### src/rtl/rcit_pkg.sv
package rcit_pkg;
  typedef enum logic {
    ST_IDLE = 1'b0,
    ST_RUN  = 1'b1
  } run_state_e;
endpackage

### src/rtl/rcit_prescaler.sv
module rcit_prescaler #(
  parameter int DIV_SHORT = 64,
  parameter int DIV_LONG  = 128
) (
  input  logic clk,
  input  logic rst_n,
  input  logic clear,
  input  logic run,
  input  logic slow_sel,
  output logic tick
);
  localparam int PW = (DIV_LONG > 2) ? $clog2(DIV_LONG) : 1;
  localparam logic [PW-1:0] LIM_SHORT = PW'(DIV_SHORT - 1);
  localparam logic [PW-1:0] LIM_LONG  = PW'(DIV_LONG - 1);

  logic [PW-1:0] pre_q, pre_d;
  logic [PW-1:0] limit;

  always_comb begin
    limit = slow_sel ? LIM_LONG : LIM_SHORT;
    tick  = run && !clear && (pre_q == limit);
    if (clear || !run || tick) pre_d = '0;
    else                       pre_d = pre_q + 1'b1;
  end

  always_ff @(posedge clk or negedge rst_n) begin
    if (!rst_n) pre_q <= '0;
    else        pre_q <= pre_d;
  end

  // a fresh load never ticks in the following cycle
  p_clear_no_tick_r11: assert property (@(posedge clk) disable iff (!rst_n)
    clear |=> !tick);
endmodule

### src/rtl/rcit_down_counter.sv
module rcit_down_counter
  import rcit_pkg::*;
#(
  parameter int CNT_W = 10
) (
  input  logic             clk,
  input  logic             rst_n,
  input  logic             load_en,
  input  logic [CNT_W-1:0] load_val,
  input  logic             tick,
  output logic             running,
  output logic             cnt_zero,
  output logic             stop_evt
);
  run_state_e       st_q, st_d;
  logic [CNT_W-1:0] cnt_q, cnt_d;
  logic             val_zero;

  always_comb begin
    val_zero = (load_val == '0);
    st_d     = st_q;
    cnt_d    = cnt_q;
    stop_evt = 1'b0;
    if (load_en) begin
      if (val_zero) begin
        st_d     = ST_IDLE;
        cnt_d    = '0;
        stop_evt = (st_q == ST_RUN);
      end else begin
        st_d  = ST_RUN;
        cnt_d = load_val;
      end
    end else if (st_q == ST_RUN && tick) begin
      if (cnt_q == '0) begin
        st_d     = ST_IDLE;
        stop_evt = 1'b1;
      end else begin
        cnt_d = cnt_q - 1'b1;
      end
    end
  end

  always_ff @(posedge clk or negedge rst_n) begin
    if (!rst_n) begin
      st_q  <= ST_IDLE;
      cnt_q <= '0;
    end else begin
      st_q  <= st_d;
      cnt_q <= cnt_d;
    end
  end

  assign running  = (st_q == ST_RUN);
  assign cnt_zero = (cnt_q == '0);

  p_load_starts_r1: assert property (@(posedge clk) disable iff (!rst_n)
    (load_en && load_val != '0) |=> running);
  p_zero_load_stops_r2: assert property (@(posedge clk) disable iff (!rst_n)
    (load_en && load_val == '0) |=> !running);
  p_decrement_r3: assert property (@(posedge clk) disable iff (!rst_n)
    (running && tick && !load_en && cnt_q != '0) |=> (cnt_q == $past(cnt_q) - 1'b1));
  p_hold_r3: assert property (@(posedge clk) disable iff (!rst_n)
    (!tick && !load_en) |=> $stable(cnt_q));
  p_idle_zero_r5: assert property (@(posedge clk) disable iff (!rst_n)
    !running |-> cnt_zero);
endmodule

### src/rtl/rcit_pin_mux.sv
module rcit_pin_mux (
  input  logic clk,
  input  logic rst_n,
  input  logic running,
  input  logic out_en,
  input  logic carrier_dis,
  input  logic carrier_in,
  output logic led_o,
  output logic rem_o
);
  logic run_level;

  always_comb begin
    run_level = carrier_dis ? 1'b1 : carrier_in;
    led_o     = out_en ? !running : 1'b1;
    rem_o     = out_en && running && run_level;
  end

  p_pins_opposed_r7: assert property (@(posedge clk) disable iff (!rst_n)
    rem_o |-> !led_o);
  p_rem_idle_low_r8: assert property (@(posedge clk) disable iff (!rst_n)
    !running |-> !rem_o);
  p_disabled_pins_r9: assert property (@(posedge clk) disable iff (!rst_n)
    !out_en |-> (led_o && !rem_o));
endmodule

### src/rtl/rc_interval_timer.sv
module rc_interval_timer #(
  parameter int CNT_W     = 10,
  parameter int DIV_SHORT = 64,
  parameter int DIV_LONG  = 128
) (
  input  logic             clk,
  input  logic             rst_n,
  input  logic             load_en,
  input  logic [CNT_W-1:0] load_val,
  input  logic             slow_sel,
  input  logic             carrier_dis,
  input  logic             out_en,
  input  logic             carrier_in,
  input  logic             halt_wait,
  output logic             done,
  output logic             wake,
  output logic             led_o,
  output logic             rem_o
);
  logic [1:0] rst_sync_q;
  logic       rst_i_n;
  logic       tick, running, cnt_zero, stop_evt;
  logic       wake_q, wake_d;

  always_ff @(posedge clk or negedge rst_n) begin
    if (!rst_n) rst_sync_q <= 2'b00;
    else        rst_sync_q <= {rst_sync_q[0], 1'b1};
  end
  assign rst_i_n = rst_sync_q[1];

  rcit_prescaler #(.DIV_SHORT(DIV_SHORT), .DIV_LONG(DIV_LONG)) u_pre (
    .clk(clk), .rst_n(rst_i_n), .clear(load_en), .run(running),
    .slow_sel(slow_sel), .tick(tick));

  rcit_down_counter #(.CNT_W(CNT_W)) u_cnt (
    .clk(clk), .rst_n(rst_i_n), .load_en(load_en), .load_val(load_val),
    .tick(tick), .running(running), .cnt_zero(cnt_zero), .stop_evt(stop_evt));

  rcit_pin_mux u_mux (
    .clk(clk), .rst_n(rst_i_n), .running(running), .out_en(out_en),
    .carrier_dis(carrier_dis), .carrier_in(carrier_in),
    .led_o(led_o), .rem_o(rem_o));

  always_comb wake_d = stop_evt && halt_wait;

  always_ff @(posedge clk or negedge rst_i_n) begin
    if (!rst_i_n) wake_q <= 1'b0;
    else          wake_q <= wake_d;
  end

  assign wake = wake_q;
  assign done = !running && cnt_zero;

  p_wake_cause_r6: assert property (@(posedge clk) disable iff (!rst_i_n)
    wake |-> (done && $past(halt_wait)));
  p_wake_single_r6: assert property (@(posedge clk) disable iff (!rst_i_n)
    wake |=> !wake);
  p_done_until_load_r5: assert property (@(posedge clk) disable iff (!rst_i_n)
    (done && !load_en) |=> done);
endmodule

### config.mk
export PLATFORM = sky130hd
export DESIGN_NAME = rc_interval_timer
export DESIGN_NICKNAME = d
export VERILOG_FILES = /design/src/rtl/rcit_pkg.sv /design/src/rtl/rcit_prescaler.sv /design/src/rtl/rcit_down_counter.sv /design/src/rtl/rcit_pin_mux.sv /design/src/rtl/rc_interval_timer.sv
export SDC_FILE = /design/constraint.sdc
export NUM_CORES = 1
export LEC_CHECK = 0
export BUFFER_PORTS_ARGS = -buffer_cell sky130_fd_sc_hd__buf_2
export CAP_MARGIN = 30
export CORE_MARGIN = 3
export CORE_UTILIZATION = 58
export CTS_CLUSTER_DIAMETER = 60
export DETAILED_ROUTE_END_ITERATION = 8
export PLACE_DENSITY = 0.83
export SLEW_MARGIN = 20
export SYNTH_ARGS = -nofsm -noshare
export SYNTH_HDL_FRONTEND = slang
export SYNTH_SLANG_ARGS = --single-unit
export TNS_END_PERCENT = 50
### constraint.sdc
create_clock -name clk -period 2.5 [get_ports clk]
set_clock_uncertainty 0.2 [all_clocks]
set_input_delay 0.5 -clock clk [delete_from_list [all_inputs] [get_ports clk]]
set_output_delay 0.5 -clock clk [all_outputs]
set_load 0.1 [all_outputs]
==> results of run 1 <==
layout make-up:
type / instances / share of cell area [%]
clock inverter: 1 / 0.3562
multi-input combinational: 94 / 45.41
tap: 25 / 2.226
sequential: 21 / 37.40
timing repair buffer: 24 / 10.33
clock buffer: 3 / 1.603
inverter: 10 / 2.671
registers in the layout (all words and copies together), names as in the netlist:
name,flops
u_pre.pre_q,7
u_cnt.running,1
u_cnt.cnt_q,10
wake,1
rst_sync_q,2
cell families (layout without fill, tap and decap cells):
kind of cell	Yosys count	count (layout)	synth area share (%)
adders and majority gates	2	2	2.101
DFF	21	21	44.12
AOI/OAI and AO/OA	23	23	14.92
other	1	1	0.3148
buffers and inverters	13	38	4.096
xor gates and xnor gates	5	5	3.677
and+or+nand+nor	63	63	30.78
through the flow:
step	total power [W]	utilization [%]	hold slack [ps]	std cells
2_1_floorplan	0.0004735	-	4.409	128
3_3_place_gp	0.0005078	74.01	84.57	173
3_5_place_dp	0.0005103	74.01	85.70	173
4_1_cts	0.0006675	76.05	147.5	178
5_1_grt	0.0007011	76.39	182.2	178
6_report	0.0006631	76.39	114.5	178
cells in the final DEF (no fill, tap or decap), types with 3 or more instances in the layout:
cell type	Yosys	final
o21ai_0	4	4
inv_1	9	9
nand4_1	5	5
nor2_1	14	12
xor2_1	3	3
dfrtp_1	21	21
nand3_1	10	10
nor3_1	5	5
buf_2	0	20
clkbuf_4	0	3
nand2_1	12	12
routing by layer:
| layer | GRT usage [%] | vias to the layer above | wire length (um) |
|---|---|---|---|
| li1 | - | 528 | - |
| met1 | 28.17 | 506 | 1089 |
| met2 | 39.06 | 19 | 1337 |
| met3 | 4.373 | 6 | 78 |
| met4 | 6.987 | 0 | 50 |
| met5 | 0 | - | 0 |
power breakdown:
group          switching, W  internal (W)  leakage (nW)
combinational     0.0000719     0.0000445         0.337
clock             0.0000972     0.0000595        0.0177
sequential        0.0000298      0.000360         0.260
total              0.000199      0.000464         0.614
timing repair:
item | CTS | global route
endpoints found under the setup margin | 0 | 1
gates resized for setup | 0 | 1
hold buffers | 1 | 0
hold endpoints to repair | 2 | 0
worst register-to-register path, delay by kind of cell, from the launching register on:
| family | cells | cell delay (ps) |
|---|---|---|
| DFF | 1 | 390 |
| and+or+nand+nor | 2 | 590 |
| adders and majority gates | 1 | 240 |
| AOI/OAI and AO/OA | 2 | 550 |
worst max path at each step:
| stage | start | end | slack (ps) | cells after the start |
|---|---|---|---|---|
| 2_1_floorplan | out_en | rem_o | -20 | 2 |
| 3_3_place_gp | load_val[7] | u_cnt.running | 170 | 4 |
| 3_5_place_dp | load_val[7] | u_cnt.running | 220 | 4 |
| 4_1_cts | u_cnt.cnt_q[3] | done | 50 | 4 |
| 5_1_grt | u_cnt.cnt_q[2] | done | 40 | 4 |
| 6_report | u_cnt.cnt_q[2] | done | 120 | 4 |
==> impl_metrics.tcl, run 1 <==
set metrics [dict create \
    area_growth_pct 17.96 \
    dp.final_hpwl_um 1982 \
    vias_per_cell 5.949 \
    ys_warn_count 0 \
    post_drt_wl_per_cell_um 14.35 \
    place_congestion 0.9054 \
    num_antenna_cells 0 \
    max_slew.worst_pin.slew_ps 741.6 \
    async_reset_ff_share_pct 100.0 \
    multi_input_area_um2 638.1 \
    synth_edf_count 0 \
    crit_fanout 4 \
    insertion_delay_ps 290 \
    yosysTopAreaCell "dfrtp_1" \
    postSynthAreaPerCell_um2 9.306 \
    htree_levels 1 \
    fmax_mhz 420.6 \
    cts.path.max_buffers 2 \
    tns_ps 0 \
    ir_worst_vdd_mv 0.3754 \
    gr-total-overflow 0 \
    grt_max_degree 21 \
    syn_inst 128 \
    cts_tree "yes" \
    start_util_pct 64.76 \
    path_cells "nor4_2 -> nand4b_1 -> nor2_4 -> buf_12" \
    cts_root_buffer "clkbuf_4" \
    timing.final.max_slew_violations 0 \
    ios 22 \
    finish.net_count 174 \
    timing.final.crit_share_pct 95.11 \
    ys_seq_area_share_pct 44.12 \
    status "finished clean" \
    cp-start-kind "flop" \
    drt_wl_total_um 2555 \
    setup_viol 0 \
    cts_sinks 21 \
    worstPathArrival_ps 1680 \
    ant_nets 0 \
    vias 1059 \
    maxCapViolCount 0 \
    fin_crit_ps 2378 \
    synth_nets 148 \
    worstSetupEndpointType "output pin" \
    yosysMostFrequentCell "dfrtp_1" \
    final-seq-area_um2 525.5 \
    die_h_um 51.32 \
    grt_pass1_wl_um 4554 \
    synth_cell_type_count 39 \
    ys.flop_type "dfrtp_1" \
    drive_gt1_share_pct 25.49 \
    required_ps 1800 \
    hold_viol 0 \
    placed_cell_area_mm2 0.001361 \
    coreArea_mm2 0.001839 \
    worst_slack_ps 122.3 \
    slew_headroom_pct 50.56 \
    path_delay_family "simple AND/OR/NAND/NOR gates" \
    grt_pass1_vias 1076 \
    drt_iter0_drc 25 \
    antenna_found_initial 0 \
    rsz0062_at_grt "no" \
    netlist_top_cells_count "dfrtp_1 (21), nor2_1 (14), nand2_1 (12)" \
    first_pass_iters 4 \
    die_w_um 51.32 \
    synth_top_cell_area_share_pct 44.12 \
    synthTopCellsByArea "dfrtp_1 (44%), nor2_1 (4.4%), nand3_1 (4.2%)" \
    rr_startpoint "u_pre.pre_q[0]" \
    io_buffer_count 21 \
    grt_use_total_pct 22.52 \
    max_stage_delay_ps 430 \
    final_cell_area_mm2 0.001405 \
    powerDensity_mw_per_mm2 471.9 \
    cp_num_buf_inv 1 \
    r2r_end "u_cnt.cnt_q[3]" \
    cts_setup_buffers 0 \
    worst-setup-path-type "flop to output pin" \
    r2r_cells 5 \
    min_path_type "flop to asynchronous set/reset pin" \
    cts_inserted_buffers 3 \
    leakagePower_nw 0.6144 \
    clk_pin_slew_ps 110 \
    drc_errors 0 \
    nFillCells 134 \
    ys_ff_latch 21 \
    die-area_mm2 0.002633 \
    reg2reg_slack_ps 420 \
    pre_cts_ws_ps 221.2 \
    rows 15 \
    syn_area_mm2 0.001191 \
    cp_slowest_cell "dfrtp_1" \
]
Power figures use the tool's default switching activity.
==> inputs of run 2 (changes only) <==
Settings changed: BUFFER_PORTS_ARGS -buffer_cell sky130_fd_sc_hd__buf_2 to -buffer_cell sky130_fd_sc_hd__buf_4.
==> impl_metrics.tcl, run 2 (synthesis gave the netlist of run 1 again) <==
set metrics [dict create \
    antenna_found_initial 0 \
    grt_use_total_pct 23.93 \
    cp-start-kind "flop" \
    final_cell_mix "buf_4 (22), dfrtp_1 (21), nand2_1 (12), nor2_1 (12), nand3_1 (10)" \
    ant_nets 0 \
    place_congestion 0.8704 \
    vias 1130 \
    cts_root_buffer "clkbuf_4" \
    nFillCells 137 \
    largestRegisters "u_cnt.cnt_q (10), u_pre.pre_q (7), rst_sync_q (2)" \
    grt_pass1_vias 1115 \
    status "finished clean" \
    die-area_mm2 0.002633 \
    start_util_pct 64.76 \
    gr-total-overflow 0 \
    first_pass_iters 4 \
    hold_viol 0 \
    cts_inserted_buffers 3 \
    ios 22 \
    reg2reg_slack_ps 410 \
    min_path_type "flop to asynchronous set/reset pin" \
    drt_iter0_drc 31 \
    drt_wl_total_um 2814 \
    timing.final.crit_share_pct 95.23 \
    worstPathArrival_ps 1680 \
    leakagePower_nw 0.6275 \
    insertion_delay_ps 310 \
    tns_ps 0 \
    crit_fanout 4 \
    slew_headroom_pct 47.56 \
    vias_per_cell 6.348 \
    clk_pin_slew_ps 120 \
    drive_gt1_share_pct 25.49 \
    drc_errors 0 \
    setup_viol 0 \
    worstSetupEndpointType "output pin" \
    die_h_um 51.32 \
    final_common_cell "buf_4" \
    cts.path.max_buffers 2 \
    dp.final_hpwl_um 2161 \
    io_buffer_count 21 \
    timing.final.max_slew_violations 0 \
    maxCapViolCount 0 \
    coreArea_mm2 0.001839 \
    area_growth_pct 21.74 \
    rsz0062_at_grt "no" \
    final_cell_area_mm2 0.001450 \
    ir_worst_vdd_mv 0.4186 \
    required_ps 1800 \
    finish.net_count 174 \
    placed_cell_area_mm2 0.001399 \
    die_w_um 51.32 \
    grt_pass1_wl_um 4774 \
    largest-register "u_cnt.cnt_q" \
    num_antenna_cells 0 \
    cts_sinks 21 \
    htree_levels 1 \
    cts_tree "yes" \
    post_drt_wl_per_cell_um 15.81 \
    cts_setup_buffers 0 \
    rows 15 \
    powerDensity_mw_per_mm2 473.5 \
    fmax_mhz 420.0 \
    fin_crit_ps 2381 \
    largest_reg_flops 10 \
    worst-setup-path-type "flop to output pin" \
    grt_max_degree 21 \
    max_slew.worst_pin.slew_ps 786.6 \
]
==> run 2: cell count changes in the layout (fill, tap and decap cells not counted) <==
cell / before / now
clkbuf_1: 0 / 1
buf_6: 0 / 1
clkinv_2: 1 / 0
buf_12: 1 / 0
buf_4: 2 / 22
nor3_2: 1 / 2
buf_2: 20 / 0
nor3_1: 5 / 4
==> run 2: where the power goes <==
part	internal, W	switching [W]
combinational	0.0000538	0.0000745
sequential	0.000360	0.0000321
clock	0.0000623	0.000104
==> run 2: worst paths after layout <==
path | cells past startpoint | from | end
min | 0 | rst_sync_q[1] | u_pre.pre_q[4]
max | 4 | u_cnt.cnt_q[2] | done
max reg2reg | 5 | u_pre.pre_q[0] | u_cnt.cnt_q[3]
max in group asynchronous | 0 | rst_sync_q[1] | u_cnt.cnt_q[1]
min reg2reg | 0 | rst_sync_q[1] | u_pre.pre_q[4]
min in group clk | 0 | rst_sync_q[0] | rst_sync_q[1]
==> run 2: cell type report <==
class	count	area (um^2)	area share, %
Tap cell	25	31.28	2.157
Inverter	10	37.54	2.588
Multi-Input combinational cell	94	643.1	44.35
Clock buffer	4	26.28	1.812
Timing Repair Buffer	24	186.4	12.86
Sequential cell	21	525.5	36.24
==> run 2: routing by layer <==
| metal | wire length, um | vias up | global-route usage (%) |
|---|---|---|---|
| met5 | 0 | - | 0 |
| met4 | 102 | 0 | 10.48 |
| met3 | 120 | 13 | 3.790 |
| met2 | 1485 | 41 | 42.06 |
| met1 | 1105 | 548 | 28.71 |
| li1 | - | 528 | - |
==> run 2: critical path, cell delays in order, from the launching register on <==
cell,delay (ps)
dfrtp_1,440
nor4_2,350
nand4b_1,230
nor2_4,130
buf_6,230
==> run 2: per-stage QoR <==
| stage | setup WS, ps | std cells | hold WS (ps) | util, % | power [W] |
|---|---|---|---|---|---|
| final | 119.3 | 178 | 121.2 | 78.84 | 0.0006866 |
| after global routing | 32.36 | 178 | 183.6 | 78.84 | 0.0007233 |
| after CTS | 31.62 | 178 | 140.5 | 78.37 | 0.0006887 |
| after detailed placement | 185.1 | 173 | 84.30 | 76.05 | 0.0005220 |
| after global placement | 192.4 | 173 | 82.30 | 76.05 | 0.0005169 |
| after floorplan | -17.03 | 128 | 4.409 | - | 0.0004735 |
==> run 2: repair_timing <==
item	CTS	global route
gates resized for setup	1	2
cloned	0	0
endpoints found under the hold margin	2	0
pin swaps	0	0
hold buffers	1	0
endpoints found under the setup margin	1	1
==> inputs of run 3 (changes only) <==
Settings changed: MAX_ROUTING_LAYER set to met4.
==> impl_metrics.tcl, run 3 (synthesis gave the netlist of run 1 again) <==
set metrics [dict create \
    maxCapViolCount 0 \
    r2r_cells 5 \
    hold_viol 0 \
    vias 1125 \
    cts_root_buffer "clkbuf_4" \
    drive_gt1_share_pct 27.92 \
    placed_cell_area_mm2 0.001399 \
    cp_slowest_cell "dfrtp_1" \
    die_h_um 51.32 \
    drc_errors 0 \
    final_cell_mix "buf_4 (23), dfrtp_1 (20), nand2_1 (12), nor2_1 (12), nand3_1 (10)" \
    pre_cts_ws_ps 225.0 \
    worstSetupEndpointType "output pin" \
    cts_inserted_buffers 3 \
    fmax_mhz 421.2 \
    largest-register "u_cnt.cnt_q" \
    timing.final.max_slew_violations 0 \
    grt_pass1_wl_um 4940 \
    finish.net_count 175 \
    max_slew.worst_pin.slew_ps 754.9 \
    largestRegisters "u_cnt.cnt_q (10), u_pre.pre_q (7), rst_sync_q (2)" \
    crit_fanout 3 \
    htree_levels 1 \
    total_power_w 0.0006879 \
    grt_max_degree 21 \
    cts_tree "yes" \
    whs_ps 121.7 \
    final_util_pct 80.20 \
    largest_reg_flops 10 \
    first_pass_iters 4 \
    powerDensity_mw_per_mm2 466.3 \
    final-seq-area_um2 526.8 \
    cts_sinks 21 \
    grt_use_total_pct 25.41 \
    worst-setup-path-type "flop to output pin" \
    slew_headroom_pct 49.67 \
    drt_iter0_drc 44 \
    vias_per_cell 6.285 \
    antenna_found_initial 0 \
    fin_crit_ps 2374 \
    multi_input_area_um2 654.4 \
    start_util_pct 64.76 \
    ant_nets 0 \
    final_common_cell "buf_4" \
    insertion_delay_ps 300 \
    setup_viol 0 \
    required_ps 1800 \
    grt_pass1_vias 1147 \
    timing.final.crit_share_pct 94.97 \
    worstPathArrival_ps 1670 \
    num_antenna_cells 0 \
    area_growth_pct 23.84 \
    io_buffer_count 21 \
    gr-total-overflow 0 \
    worst_slack_ps 125.7 \
    clk_pin_slew_ps 120 \
    leakagePower_nw 0.6356 \
    cts.path.max_buffers 2 \
    ir_worst_vdd_mv 0.4170 \
    die-area_mm2 0.002633 \
    final_cell_area_mm2 0.001475 \
    rsz0062_at_grt "no" \
    die_w_um 51.32 \
    dp.final_hpwl_um 2137 \
    max_stage_delay_ps 450 \
    status "finished clean" \
    rows 15 \
    post_drt_wl_per_cell_um 16.32 \
    path_cells "nor4_4 -> nand4b_1 -> nor2_4 -> buf_8" \
    coreArea_mm2 0.001839 \
    cp-start-kind "flop" \
    drt_wl_total_um 2921 \
    nFillCells 130 \
    ios 22 \
    min_path_type "flop to asynchronous set/reset pin" \
    place_congestion 0.8613 \
]
## run 3: per-stage QoR
step           setup TNS (ps)  cells
6_report                    0    179
5_1_grt                     0    179
4_1_cts                     0    178
3_5_place_dp                0    173
3_3_place_gp                0    173
2_1_floorplan          -17.03    128
## run 3: worst paths after layout
path,slack [ps],start,endpoint
worst min-delay path,120,rst_sync_q[1],u_pre.pre_q[2]
worst max register to register,360,u_pre.pre_q[0],u_cnt.cnt_q[3]
worst max-delay path,130,u_cnt.cnt_q[4],done
min in group clk,180,rst_sync_q[0],rst_sync_q[1]
worst min register to register,120,rst_sync_q[1],u_pre.pre_q[2]
max in group asynchronous,1460,rst_sync_q[1],u_cnt.cnt_q[3]
## run 3: repair_timing
action / CTS / global route
setup buffers: 0 / 1
hold buffers: 1 / 0
pin swaps: 0 / 2
resized for setup: 1 / 6
hold endpoints to repair: 2 / 0
setup endpoints to repair: 1 / 1
## run 3: cell type report
class                           instances  area share, %
Sequential cell                        21          35.71
Clock inverter                          1         0.3393
Timing Repair Buffer                   25          13.40
Inverter                               10          2.545
Clock buffer                            3          1.527
Multi-Input combinational cell         94          44.36
Tap cell                               25          2.120
## run 3: power by group
group	total [W]	leakage (nW)	internal [W]	switching [W]
clock	0.000162	0.0177	0.0000596	0.000102
sequential	0.000395	0.259	0.000360	0.0000348
combinational	0.000131	0.359	0.0000557	0.0000754
total	0.000688	0.636	0.000476	0.000212
## run 3: metal layers
metal | GRT usage, % | vias up | wire, um
met5 | - | - | 0
met4 | 8.297 | 0 | 85
met3 | 5.248 | 14 | 148
met2 | 43.99 | 36 | 1537
met1 | 29.51 | 541 | 1150
li1 | - | 534 | -
## run 3: critical path, delay by kind of cell (launching register included)
kind / cells / cell delay, ps
and+or+nand+nor: 3 / 720
DFF: 1 / 450
buffers and inverters: 1 / 200
